<file path="config.mk">
export PLATFORM = sky130hd
export DESIGN_NAME = uart_vote_rx
export DESIGN_NICKNAME = d
export VERILOG_FILES = /design/src/rtl/uart_rx_pkg.sv /design/src/rtl/uart_sync2.sv /design/src/rtl/uart_tick_gen.sv /design/src/rtl/uart_rx_vote_core.sv /design/src/rtl/uart_vote_rx.sv
export SDC_FILE = /design/constraint.sdc
export NUM_CORES = 1
export LEC_CHECK = 0
export BUFFER_PORTS_ARGS = -buffer_cell sky130_fd_sc_hd__buf_2
export CAP_MARGIN = 15
export CORE_ASPECT_RATIO = 1.25
export CORE_MARGIN = 3
export CORE_UTILIZATION = 50
export DETAILED_ROUTE_END_ITERATION = 12
export HOLD_SLACK_MARGIN = 0.02
export PLACE_DENSITY = 0.67
export SLEW_MARGIN = 15
export SYNTH_ARGS = -nofsm -noshare
export SYNTH_HDL_FRONTEND = slang
export SYNTH_SLANG_ARGS = --single-unit
</file>
<file path="constraint.sdc">
create_clock -name clk_i -period 5.8 [get_ports clk_i]
set_clock_uncertainty 0.15 [all_clocks]
set_input_delay 0.29 -clock clk_i [delete_from_list [all_inputs] [get_ports clk_i]]
set_output_delay 0.29 -clock clk_i [all_outputs]
set_load 0.01 [all_outputs]
</file>
<file path="src/rtl/uart_rx_pkg.sv">
package uart_rx_pkg;

    typedef enum logic [1:0] {
        RX_IDLE,
        RX_START,
        RX_DATA,
        RX_STOP
    } rx_phase_e;

    function automatic logic vote3(input logic a, input logic b, input logic c);
        return (a & b) | (a & c) | (b & c);
    endfunction

    function automatic logic differ3(input logic a, input logic b, input logic c);
        return (a != b) || (b != c);
    endfunction

endpackage

</file>
<file path="src/rtl/uart_sync2.sv">
module uart_sync2 #(
    parameter logic RST_VAL = 1'b1
) (
    input  logic clk_i,
    input  logic rst_ni,
    input  logic d_i,
    output logic q_o
);
    logic [1:0] sr_d, sr_q;

    always_comb begin
        sr_d = {sr_q[0], d_i};
    end

    always_ff @(posedge clk_i or negedge rst_ni) begin
        if (!rst_ni) sr_q <= {2{RST_VAL}};
        else         sr_q <= sr_d;
    end

    assign q_o = sr_q[1];
endmodule

</file>
<file path="src/rtl/uart_tick_gen.sv">
module uart_tick_gen #(
    parameter int DIV_W = 16
) (
    input  logic             clk_i,
    input  logic             rst_ni,
    input  logic             run_i,
    input  logic [DIV_W-1:0] div_i,
    output logic             tick_o
);
    logic [DIV_W-1:0] cnt_d, cnt_q;

    assign tick_o = run_i && (cnt_q == div_i);

    always_comb begin
        if (!run_i || tick_o) cnt_d = '0;
        else                  cnt_d = cnt_q + 1'b1;
    end

    always_ff @(posedge clk_i or negedge rst_ni) begin
        if (!rst_ni) cnt_q <= '0;
        else         cnt_q <= cnt_d;
    end

    // with a divider above zero, ticks never come on back-to-back clocks
    p_tick_spacing_r1: assert property (@(posedge clk_i) disable iff (!rst_ni)
        (tick_o && div_i != '0) ##1 $stable(div_i) |-> !tick_o);
endmodule

</file>
<file path="src/rtl/uart_rx_vote_core.sv">
module uart_rx_vote_core
    import uart_rx_pkg::*;
#(
    parameter int DATA_BITS = 8,
    parameter int OSR       = 16
) (
    input  logic                 clk_i,
    input  logic                 rst_ni,
    input  logic                 tick_i,
    input  logic                 rx_i,
    output logic                 run_o,
    output logic [DATA_BITS-1:0] data_o,
    output logic                 valid_o,
    output logic                 frame_err_o,
    output logic                 noise_err_o
);
    localparam int PH_W = $clog2(OSR);
    localparam int BI_W = (DATA_BITS > 1) ? $clog2(DATA_BITS) : 1;
    localparam int MID  = OSR / 2;
    localparam logic [PH_W-1:0] PH_A    = PH_W'(MID - 1);
    localparam logic [PH_W-1:0] PH_B    = PH_W'(MID);
    localparam logic [PH_W-1:0] PH_C    = PH_W'(MID + 1);
    localparam logic [PH_W-1:0] PH_LAST = PH_W'(OSR - 1);
    localparam logic [BI_W-1:0] IDX_LAST = BI_W'(DATA_BITS - 1);

    typedef struct packed {
        rx_phase_e             st;
        logic [PH_W-1:0]       ph;
        logic [BI_W-1:0]       idx;
        logic [1:0]            smp;
        logic                  prev;
        logic                  nz;
        logic [DATA_BITS-1:0]  sh;
        logic [DATA_BITS-1:0]  data;
        logic                  valid;
        logic                  ferr;
        logic                  nerr;
    } core_t;

    core_t s_d, s_q;
    logic  maj, dis;

    always_comb begin
        maj       = vote3(s_q.smp[0], s_q.smp[1], rx_i);
        dis       = differ3(s_q.smp[0], s_q.smp[1], rx_i);
        s_d       = s_q;
        s_d.prev  = rx_i;
        s_d.valid = 1'b0;
        if (s_q.st == RX_IDLE) begin
            s_d.ph  = '0;
            s_d.smp = '0;
            if (s_q.prev && !rx_i) begin
                s_d.st  = RX_START;
                s_d.nz  = 1'b0;
                s_d.idx = '0;
            end
        end else if (tick_i) begin
            s_d.ph = (s_q.ph == PH_LAST) ? '0 : s_q.ph + 1'b1;
            if (s_q.ph == PH_A) s_d.smp[0] = rx_i;
            if (s_q.ph == PH_B) s_d.smp[1] = rx_i;
            if (s_q.ph == PH_C) begin
                unique case (s_q.st)
                    RX_START: begin
                        if (maj) begin
                            s_d.st = RX_IDLE;
                        end else begin
                            s_d.st = RX_DATA;
                            s_d.nz = dis;
                        end
                    end
                    RX_DATA: begin
                        s_d.sh = {maj, s_q.sh[DATA_BITS-1:1]};
                        s_d.nz = s_q.nz | dis;
                        if (s_q.idx == IDX_LAST) s_d.st  = RX_STOP;
                        else                     s_d.idx = s_q.idx + 1'b1;
                    end
                    RX_STOP: begin
                        s_d.data  = s_q.sh;
                        s_d.valid = 1'b1;
                        s_d.ferr  = !maj;
                        s_d.nerr  = s_q.nz | dis;
                        s_d.st    = RX_IDLE;
                    end
                    default: s_d.st = RX_IDLE;
                endcase
            end
        end
    end

    always_ff @(posedge clk_i or negedge rst_ni) begin
        if (!rst_ni) begin
            s_q      <= '0;
            s_q.st   <= RX_IDLE;
            s_q.prev <= 1'b1;
        end else begin
            s_q <= s_d;
        end
    end

    assign run_o       = (s_q.st != RX_IDLE);
    assign data_o      = s_q.data;
    assign valid_o     = s_q.valid;
    assign frame_err_o = s_q.ferr;
    assign noise_err_o = s_q.nerr;

    rx_phase_e       st_q;
    logic [PH_W-1:0] ph_q;
    assign st_q = s_q.st;
    assign ph_q = s_q.ph;

    // the strobe lasts a single cycle
    p_strobe_single_r2: assert property (@(posedge clk_i) disable iff (!rst_ni)
        valid_o |=> !valid_o);

    // a strobe only ever follows the stop-bit decision
    p_strobe_after_stop_r5: assert property (@(posedge clk_i) disable iff (!rst_ni)
        valid_o |-> $past(st_q) == RX_STOP);

    // a start bit voted high sends the receiver back to idle
    p_false_start_r6: assert property (@(posedge clk_i) disable iff (!rst_ni)
        (st_q == RX_START && tick_i && ph_q == PH_C && maj) |=> st_q == RX_IDLE);

    // disagreement on the stop bit always shows as noise at the strobe
    p_stop_noise_r4: assert property (@(posedge clk_i) disable iff (!rst_ni)
        (st_q == RX_STOP && tick_i && ph_q == PH_C && dis) |=> (valid_o && noise_err_o));

    // outputs hold between strobes
    p_hold_between_r7: assert property (@(posedge clk_i) disable iff (!rst_ni)
        !valid_o |-> ($stable(data_o) && $stable(frame_err_o) && $stable(noise_err_o)));
endmodule

</file>
<file path="src/rtl/uart_vote_rx.sv">
module uart_vote_rx #(
    parameter int DATA_BITS = 8,
    parameter int OSR       = 16,
    parameter int DIV_W     = 16
) (
    input  logic                 clk_i,
    input  logic                 rst_ni,
    input  logic [DIV_W-1:0]     div_i,
    input  logic                 rx_i,
    output logic [DATA_BITS-1:0] data_o,
    output logic                 valid_o,
    output logic                 frame_err_o,
    output logic                 noise_err_o
);
    logic rx_s;
    logic run;
    logic tick;

    uart_sync2 #(.RST_VAL(1'b1)) u_sync (
        .clk_i  (clk_i),
        .rst_ni (rst_ni),
        .d_i    (rx_i),
        .q_o    (rx_s)
    );

    uart_tick_gen #(.DIV_W(DIV_W)) u_tick (
        .clk_i  (clk_i),
        .rst_ni (rst_ni),
        .run_i  (run),
        .div_i  (div_i),
        .tick_o (tick)
    );

    uart_rx_vote_core #(.DATA_BITS(DATA_BITS), .OSR(OSR)) u_core (
        .clk_i       (clk_i),
        .rst_ni      (rst_ni),
        .tick_i      (tick),
        .rx_i        (rx_s),
        .run_o       (run),
        .data_o      (data_o),
        .valid_o     (valid_o),
        .frame_err_o (frame_err_o),
        .noise_err_o (noise_err_o)
    );

    // a quiet line keeps the receiver idle, so no strobe can appear
    p_quiet_line_r9: assert property (@(posedge clk_i) disable iff (!rst_ni)
        (!run && rx_s && $past(rx_s)) |=> !run);
endmodule

</file>
==> metrics.txt, run 1 <==
outcome=finished clean; peak supply drop=0.202 mV; Synth Area in Compound Gates=0.0499; most common cell in the netlist=dfrtp_1; Max-cap violations=0; Non-Filler Instances=323; HPWL after DPL=3330 um; layout cell share with drive strength beyond 1=0.253; remaining global-route overflow=0; Critical Path End Type=register; synth top area cells=dfrtp_1, mux2_4, xor2_1; worst path buffer plus inverter count=0; clk_lat worst skew=0.31 ns; row count=29; Crit-path slowest cell=and3_1; EDFF count, synth=0; Via density=5.32; Clock Path Buffers=2; die width=71.8 um; post-DR wirelength/cell=14.2 um; crit-path leading delay family=simple AND/OR/NAND/NOR gates; ys async rst share=1.00; setup_tns=0 ns; crit path max fanout=15; Tmin final=2.69 ns; initial antenna violation count=0; crit share post-route=0.464; fin. max-slew vios=0; number of global-route vias before repair=1774; fin nets=293; Yosys cell types=43; Post-Place Cells=313; top cells by count, synth=dfrtp_1, xor2_1, nor2_1; critical path type=reg2reg; multiplexer share of the synthesized area=0.111; ant diodes=0; syn nets=270; 1st-pass router iterations=4; Final Wtd Congestion=0.849; max incr delay on CP=0.55 ns; CP cell instances=xor2_1 -> nor4_2 -> and4_1 -> and3_1 -> mux2_4; Post-Synth Adder-Cell Area=0.0647; top-area cell type share of the netlist area=0.435; die area=6340 um2; htree depth=2; hold endpoint=u_sync.sr_q[1]; xor and xnor area share after synthesis=0.0971; fill count=453; top_reg_cell synth=dfrtp_1; Synth Instances=237; worst slew pin tran=0.670 ns; Routed Antenna Nets=0; Setup violations, final=0; register area share after synthesis=0.464; first-pass GRT wire length=7980 um; pwr/cell area=223 nW/um2; post-synthesis simple-gate area fraction=0.154; worst slack at placement=3.14 ns; remaining design rule violation count=0; HP Start=u_sync.sr_q[0]; Fmax achieved=372 MHz; total power=0.000654 W; worst hold slack=0.210 ns; synthesized flop and latch total=50; largest family of logic cells by synthesized area=simple AND/OR/NAND/NOR gates; io pins=30; TritonCTS buffer count=5; Slew Limit Headroom=0.549; total track usage=0.160; vias post-DR=1718; root buf cell=clkbuf_8; static leakage=1.43 nW; die span in y=88.3 um; dominant cell type by area after synthesis=dfrtp_1; Worst R2R End=u_core.s_q[14]; worst setup margin=3.11 ns; unrepaired setup endpoints after global routing=no; reg2reg path depth=5; Post-Syn Area=2710 um2; Avg Cell Area, Syn=11.4 um2; reg2reg start=u_tick.cnt_q[8]; Fin. Hold Viols=0; type of the most critical hold path=reg2reg; initial drt markers=42; pin count of the biggest net entering global routing=51; drt total wl=4600 um; type of origin of the critical path=register; starting density of the core=0.525; number of port buffers=29; clk sink count=50; CP Data Required Time=5.85 ns; Synth-to-Final Area Change=8.37%; TritonCTS clock tree=built; flop-to-flop setup slack=3.11 ns; Core Region=5150 um2; WHS Path Cells=0; Syn. warnings=0; Clk pin slew, worst setup/hold paths=0.10 ns; crit path DAT=2.74 ns
==> registers in the layout, indices dropped and copies added (netlist names) <==
signal	count
u_core.data_o	8
u_core.frame_err_o	1
u_core.noise_err_o	1
u_core.ph_q	4
u_core.s_q	15
u_core.st_q	2
u_core.valid_o	1
u_sync.sr_q	2
u_tick.cnt_q	16
==> cell usage in the layout, fill, tap and decap left out, types with 2 or more instances in the layout <==
master         Yosys  layout
dlygate4sd3_1      0       2
nand2_1           14      14
mux2_4            18      18
nor2b_1            2       2
mux2i_1            3       3
inv_1             10      10
and3b_1            2       2
nor4_2             4       4
o21ai_0            5       5
dfrtp_1           47      47
nor2_1            20      20
nand2b_1           2       2
clkbuf_8           0       6
or3_1              3       3
buf_2              4      29
nor3_1             2       2
xor2_1            21      21
and3_1             4       4
dfstp_2            3       3
nand4_1            3       3
xnor2_1            9       9
a21oi_1            7       7
ha_1              14      14
nand3_1           11      11
==> cell families after synthesis <==
family,Yosys count
flops,50
xor+xnor,30
mux,21
simple gates,75
fa+ha+maj,14
compound gates,21
buf+inv,26
==> area by class of cell <==
class | instances | area, um2 | share of cell area
Sequential cell | 50 | 1250 | 0.428
Timing Repair Buffer | 32 | 173 | 0.0589
Inverter | 10 | 37.5 | 0.0128
Multi-Input combinational cell | 161 | 1290 | 0.440
Clock buffer | 6 | 82.6 | 0.0282
Clock inverter | 2 | 16.3 | 0.00555
Tap cell | 62 | 77.6 | 0.0265
==> routing by layer <==
layer  share of wire  track usage
met1            0.47        0.202
met2            0.48        0.268
met3           0.035       0.0273
met4           0.022       0.0769
met5               0            0
==> how the worst max path moves through the flow <==
stage / from / end / slack [ns] / cells after the start
after floorplan: u_tick.cnt_q[8] / u_core.data_o[0] / 3.77 / 7
after global placement: u_tick.cnt_q[8] / u_core.s_q[16] / 3.18 / 5
after detailed placement: u_tick.cnt_q[8] / u_core.s_q[14] / 3.14 / 5
after CTS: u_tick.cnt_q[8] / u_core.s_q[14] / 3.11 / 5
after global routing: u_tick.cnt_q[8] / u_core.s_q[18] / 2.94 / 5
final: u_tick.cnt_q[8] / u_core.s_q[14] / 3.11 / 5
==> through the flow <==
step	area [um2]	utilization
global placement	2810	0.546
global route	2930	0.569
finish	2930	0.569
detailed placement	2810	0.546
CTS	2930	0.569
floorplan	2710	-
==> where the power goes <==
part | internal, W | switching [W] | leakage [nW]
logic | 0.0000247 | 0.0000273 | 0.721
registers | 0.000363 | 0.0000201 | 0.659
clock network | 0.0000984 | 0.000120 | 0.0478
==> repair_timing <==
action | CTS | global route
hold endpoints to repair | 48 | 0
hold buffers | 2 | 0
resized for setup | 0 | 0
setup buffers | 0 | 0
(Power assumes the default switching activity.)
==> run 2: changes to the inputs <==
--- a/config.mk
+++ b/config.mk
@@ -5,6 +5,7 @@
 export SDC_FILE = /design/constraint.sdc
 export NUM_CORES = 1
 export LEC_CHECK = 0
+export ABC_AREA = 1
 export BUFFER_PORTS_ARGS = -buffer_cell sky130_fd_sc_hd__buf_2
 export CAP_MARGIN = 15
 export CORE_ASPECT_RATIO = 1.25
@@ -12,7 +13,7 @@
 export CORE_UTILIZATION = 50
 export DETAILED_ROUTE_END_ITERATION = 12
 export HOLD_SLACK_MARGIN = 0.02
-export PLACE_DENSITY = 0.67
+export PLACE_DENSITY = 0.69
 export SLEW_MARGIN = 15
 export SYNTH_ARGS = -nofsm -noshare
 export SYNTH_HDL_FRONTEND = slang
==> constraint.sdc (replaced) <==
create_clock -name clk_i -period 2.3 [get_ports clk_i]
set_clock_uncertainty 0.15 [all_clocks]
set_input_delay 0.115 -clock clk_i [delete_from_list [all_inputs] [get_ports clk_i]]
set_output_delay 0.115 -clock clk_i [all_outputs]
set_load 0.01 [all_outputs]
==> run 2 against run 1 <==
Effect of this change:
- worst setup slack worse by 2.9 ns
- maximum frequency is 30% higher
- wire length grew 26%
- clock power rose by 140%
- total power increased to 2.9 times the previous value
- die area grew 12%
- sequential power grew to 2.5 times the previous value
- non-clock buffer count rose by 3
- largest power group unchanged
==> metrics.txt, run 2 <==
CP Data Required Time=2.36 ns (-3.49 ns); initial drt markers=77 (+83%); ys async rst share=1.00 (unchanged); first-pass GRT wire length=9900 um (+24%); synth top area cells=dfrtp_1, nand2_1, inv_1; die span in y=93.4 um (+5.8%); worst slack at placement=0.232 ns (-2.91 ns); vias post-DR=2549 (+48%); Multi-input gate area=1420 um2 (+10%); type of the most critical hold path=in2async; dominant cell type by area after synthesis=dfrtp_1; largest register by flop count=u_tick.cnt_q; layout cell share with drive strength beyond 1=0.142 (-0.111); die width=75.9 um (+5.7%); Post-Syn Area=3050 um2 (+13%); Max-cap violations=0 (unchanged); remaining design rule violation count=0 (unchanged); top_reg_cell synth=dfrtp_1; crit share post-route=0.901 (+0.438); Slew Limit Headroom=0.666 (+0.117); fin. max-slew vios=0 (unchanged); 1st-pass router iterations=4 (unchanged); initial antenna violation count=0 (unchanged); most common cell after layout, fill and taps aside=nand2_1; total area of sequential cells=1250 um2 (unchanged); setup_tns=0 ns (unchanged); peak supply drop=0.378 mV (+87%); worst hold slack=0.144 ns (-0.0655 ns); number of gates resized after cts=0 (unchanged); Clk pin slew, worst setup/hold paths=0.10 ns (about the same); clk_lat worst skew=0.30 ns (about the same); ant diodes=0 (unchanged); Yosys cell types=29 (-33%); Synth-to-Final Area Change=8.24%; Post-Route Utilization=0.564 (-0.00501); Fmax achieved=482 MHz (+30%); Avg Cell Area, Syn=7.32 um2 (-36%); static leakage=1.87 nW (+31%); syn nets=450 (+67%); Fin. Hold Viols=0 (unchanged); EDFF count, synth=0 (unchanged); remaining global-route overflow=0 (unchanged); Post-Place Cells=515 (+65%); root buf cell=clkbuf_8; Tmin final=2.07 ns (-0.615 ns); outcome=finished clean; TritonCTS buffer count=5 (unchanged); pwr/cell area=576 nW/um2 (+160%); TritonCTS clock tree=built; row count=31 (+6.9%); io pins=30 (unchanged); Core Region=5860 um2 (+14%); synthesized flop and latch total=50 (unchanged); max reg flops=16 (unchanged); worst setup margin=0.227 ns (-2.88 ns); Final Wtd Congestion=0.834 (-1.8%); pin count of the biggest net entering global routing=25 (-51%); fin nets=475 (+62%); Clock Path Buffers=2 (unchanged); type of origin of the critical path=register; HPWL after DPL=4440 um (+33%); CP cell instances=inv_1 -> ha_1 -> inv_1 -> nand2_1 -> inv_1 -> a211oi_1 -> nand3_1 -> nand2_1 -> nand2_1; top-area cell type share of the netlist area=0.385 (-0.0493); number of port buffers=29 (unchanged); clk sink count=50 (unchanged); worst slew pin tran=0.501 ns (-0.169 ns); unrepaired setup endpoints after global routing=no; drt total wl=5810 um (+26%); Non-Filler Instances=525 (+63%); Post-CTS Hold Buffers=2 (unchanged); Critical Path End Type=register; post-DR wirelength/cell=11.1 um (-22%); Routed Antenna Nets=0 (unchanged); register area share after synthesis=0.411 (-0.0526); number of global-route vias before repair=2380 (+34%); Setup violations, final=0 (unchanged); Crit-path slowest cell=dfrtp_1; die area=7090 um2 (+12%); most common cell in the netlist=nand2_1; htree depth=2 (unchanged); top cells by count, synth=nand2_1, inv_1, dfrtp_1; Syn. warnings=0 (unchanged); fill count=561 (+24%); Synth Instances=417 (+76%); critical path type=reg2reg; total track usage=0.179 (+0.0189); Via density=4.86 (-8.7%); max incr delay on CP=0.45 ns (-0.10 ns); crit path max fanout=13 (-2); post-CTS setup buffer count=0 (unchanged); starting density of the core=0.521 (-0.00400); most frequent cells in the layout=nand2_1, inv_1, dfrtp_1; crit path DAT=2.13 ns (-0.61 ns)
==> run 2: changes by cell type after synthesis, moves of 4 or more <==
cell	change
nand2_1	+135
inv_1	+45
nand4_1	+20
xor2_1	-20
mux2_4	-18
nor2_1	+15
o21ai_0	+10
nand3_1	+9
inv_2	+8
nor3_1	+7
xnor2_1	-7
a21oi_1	-5
nor4_2	-4
==> run 2: stage by stage <==
step	area, um2	total power, W
after detailed placement	3190	0.00140
after global placement	3190	0.00138
after global routing	3300	0.00204
after CTS	3300	0.00193
after floorplan	3050	0.00130
final	3300	0.00190
==> run 2: worst paths after layout <==
path / from / to / slack, ns / cells past startpoint
max in group asynchronous: rst_ni / u_core.s_q[20] / 1.17 / 3
setup reg to reg: u_core.st_q[0] / u_core.s_q[19] / 0.23 / 9
hold reg to reg: u_sync.sr_q[0] / u_sync.sr_q[1] / 0.21 / 0
setup / recovery: u_core.st_q[0] / u_core.s_q[19] / 0.23 / 9
min in group clk_i: u_sync.sr_q[0] / u_sync.sr_q[1] / 0.21 / 0
hold / removal: rst_ni / u_tick.cnt_q[14] / 0.14 / 2
==> run 2: cell families (layout without fill, tap and decap cells) <==
group / Yosys count / in the layout / synth area share
simple gates: 250 / 250 / 0.365
compound gates: 20 / 20 / 0.0348
xor+xnor: 3 / 3 / 0.00861
flops: 50 / 50 / 0.411
fa+ha+maj: 14 / 14 / 0.0574
buf+inv: 80 / 106 / 0.123
==> run 2: cell type report <==
class                   instances  share of cell area
flip-flops and latches         50               0.380
clock buffers                   5              0.0208
inverters                      63              0.0716
repair buffers                 35              0.0591
multi-input cells             287               0.431
clock inverters                 3             0.00719
well taps                      82              0.0310
==> run 2: layer usage <==
metal	vias up	share of wire	GRT usage
li1	1343	-	-
met1	1152	0.44	0.213
met2	46	0.51	0.316
met3	8	0.035	0.0312
met4	0	0.014	0.0627
met5	-	0	0
==> run 2: where the power goes <==
| part | total (W) | internal [W] | switching, W |
|---|---|---|---|
| clock | 0.000529 | 0.000218 | 0.000311 |
| sequential | 0.000967 | 0.000921 | 0.0000457 |
| combinational | 0.000408 | 0.000130 | 0.000278 |
| total | 0.00190 | 0.00127 | 0.000634 |
==> run 2: critical path, delay by kind of cell, from the launching register on <==
kind	cells	cell delay, ns
buf+inv	3	0.44
simple gates	4	0.38
flops	1	0.45
fa+ha+maj	1	0.33
compound gates	1	0.23
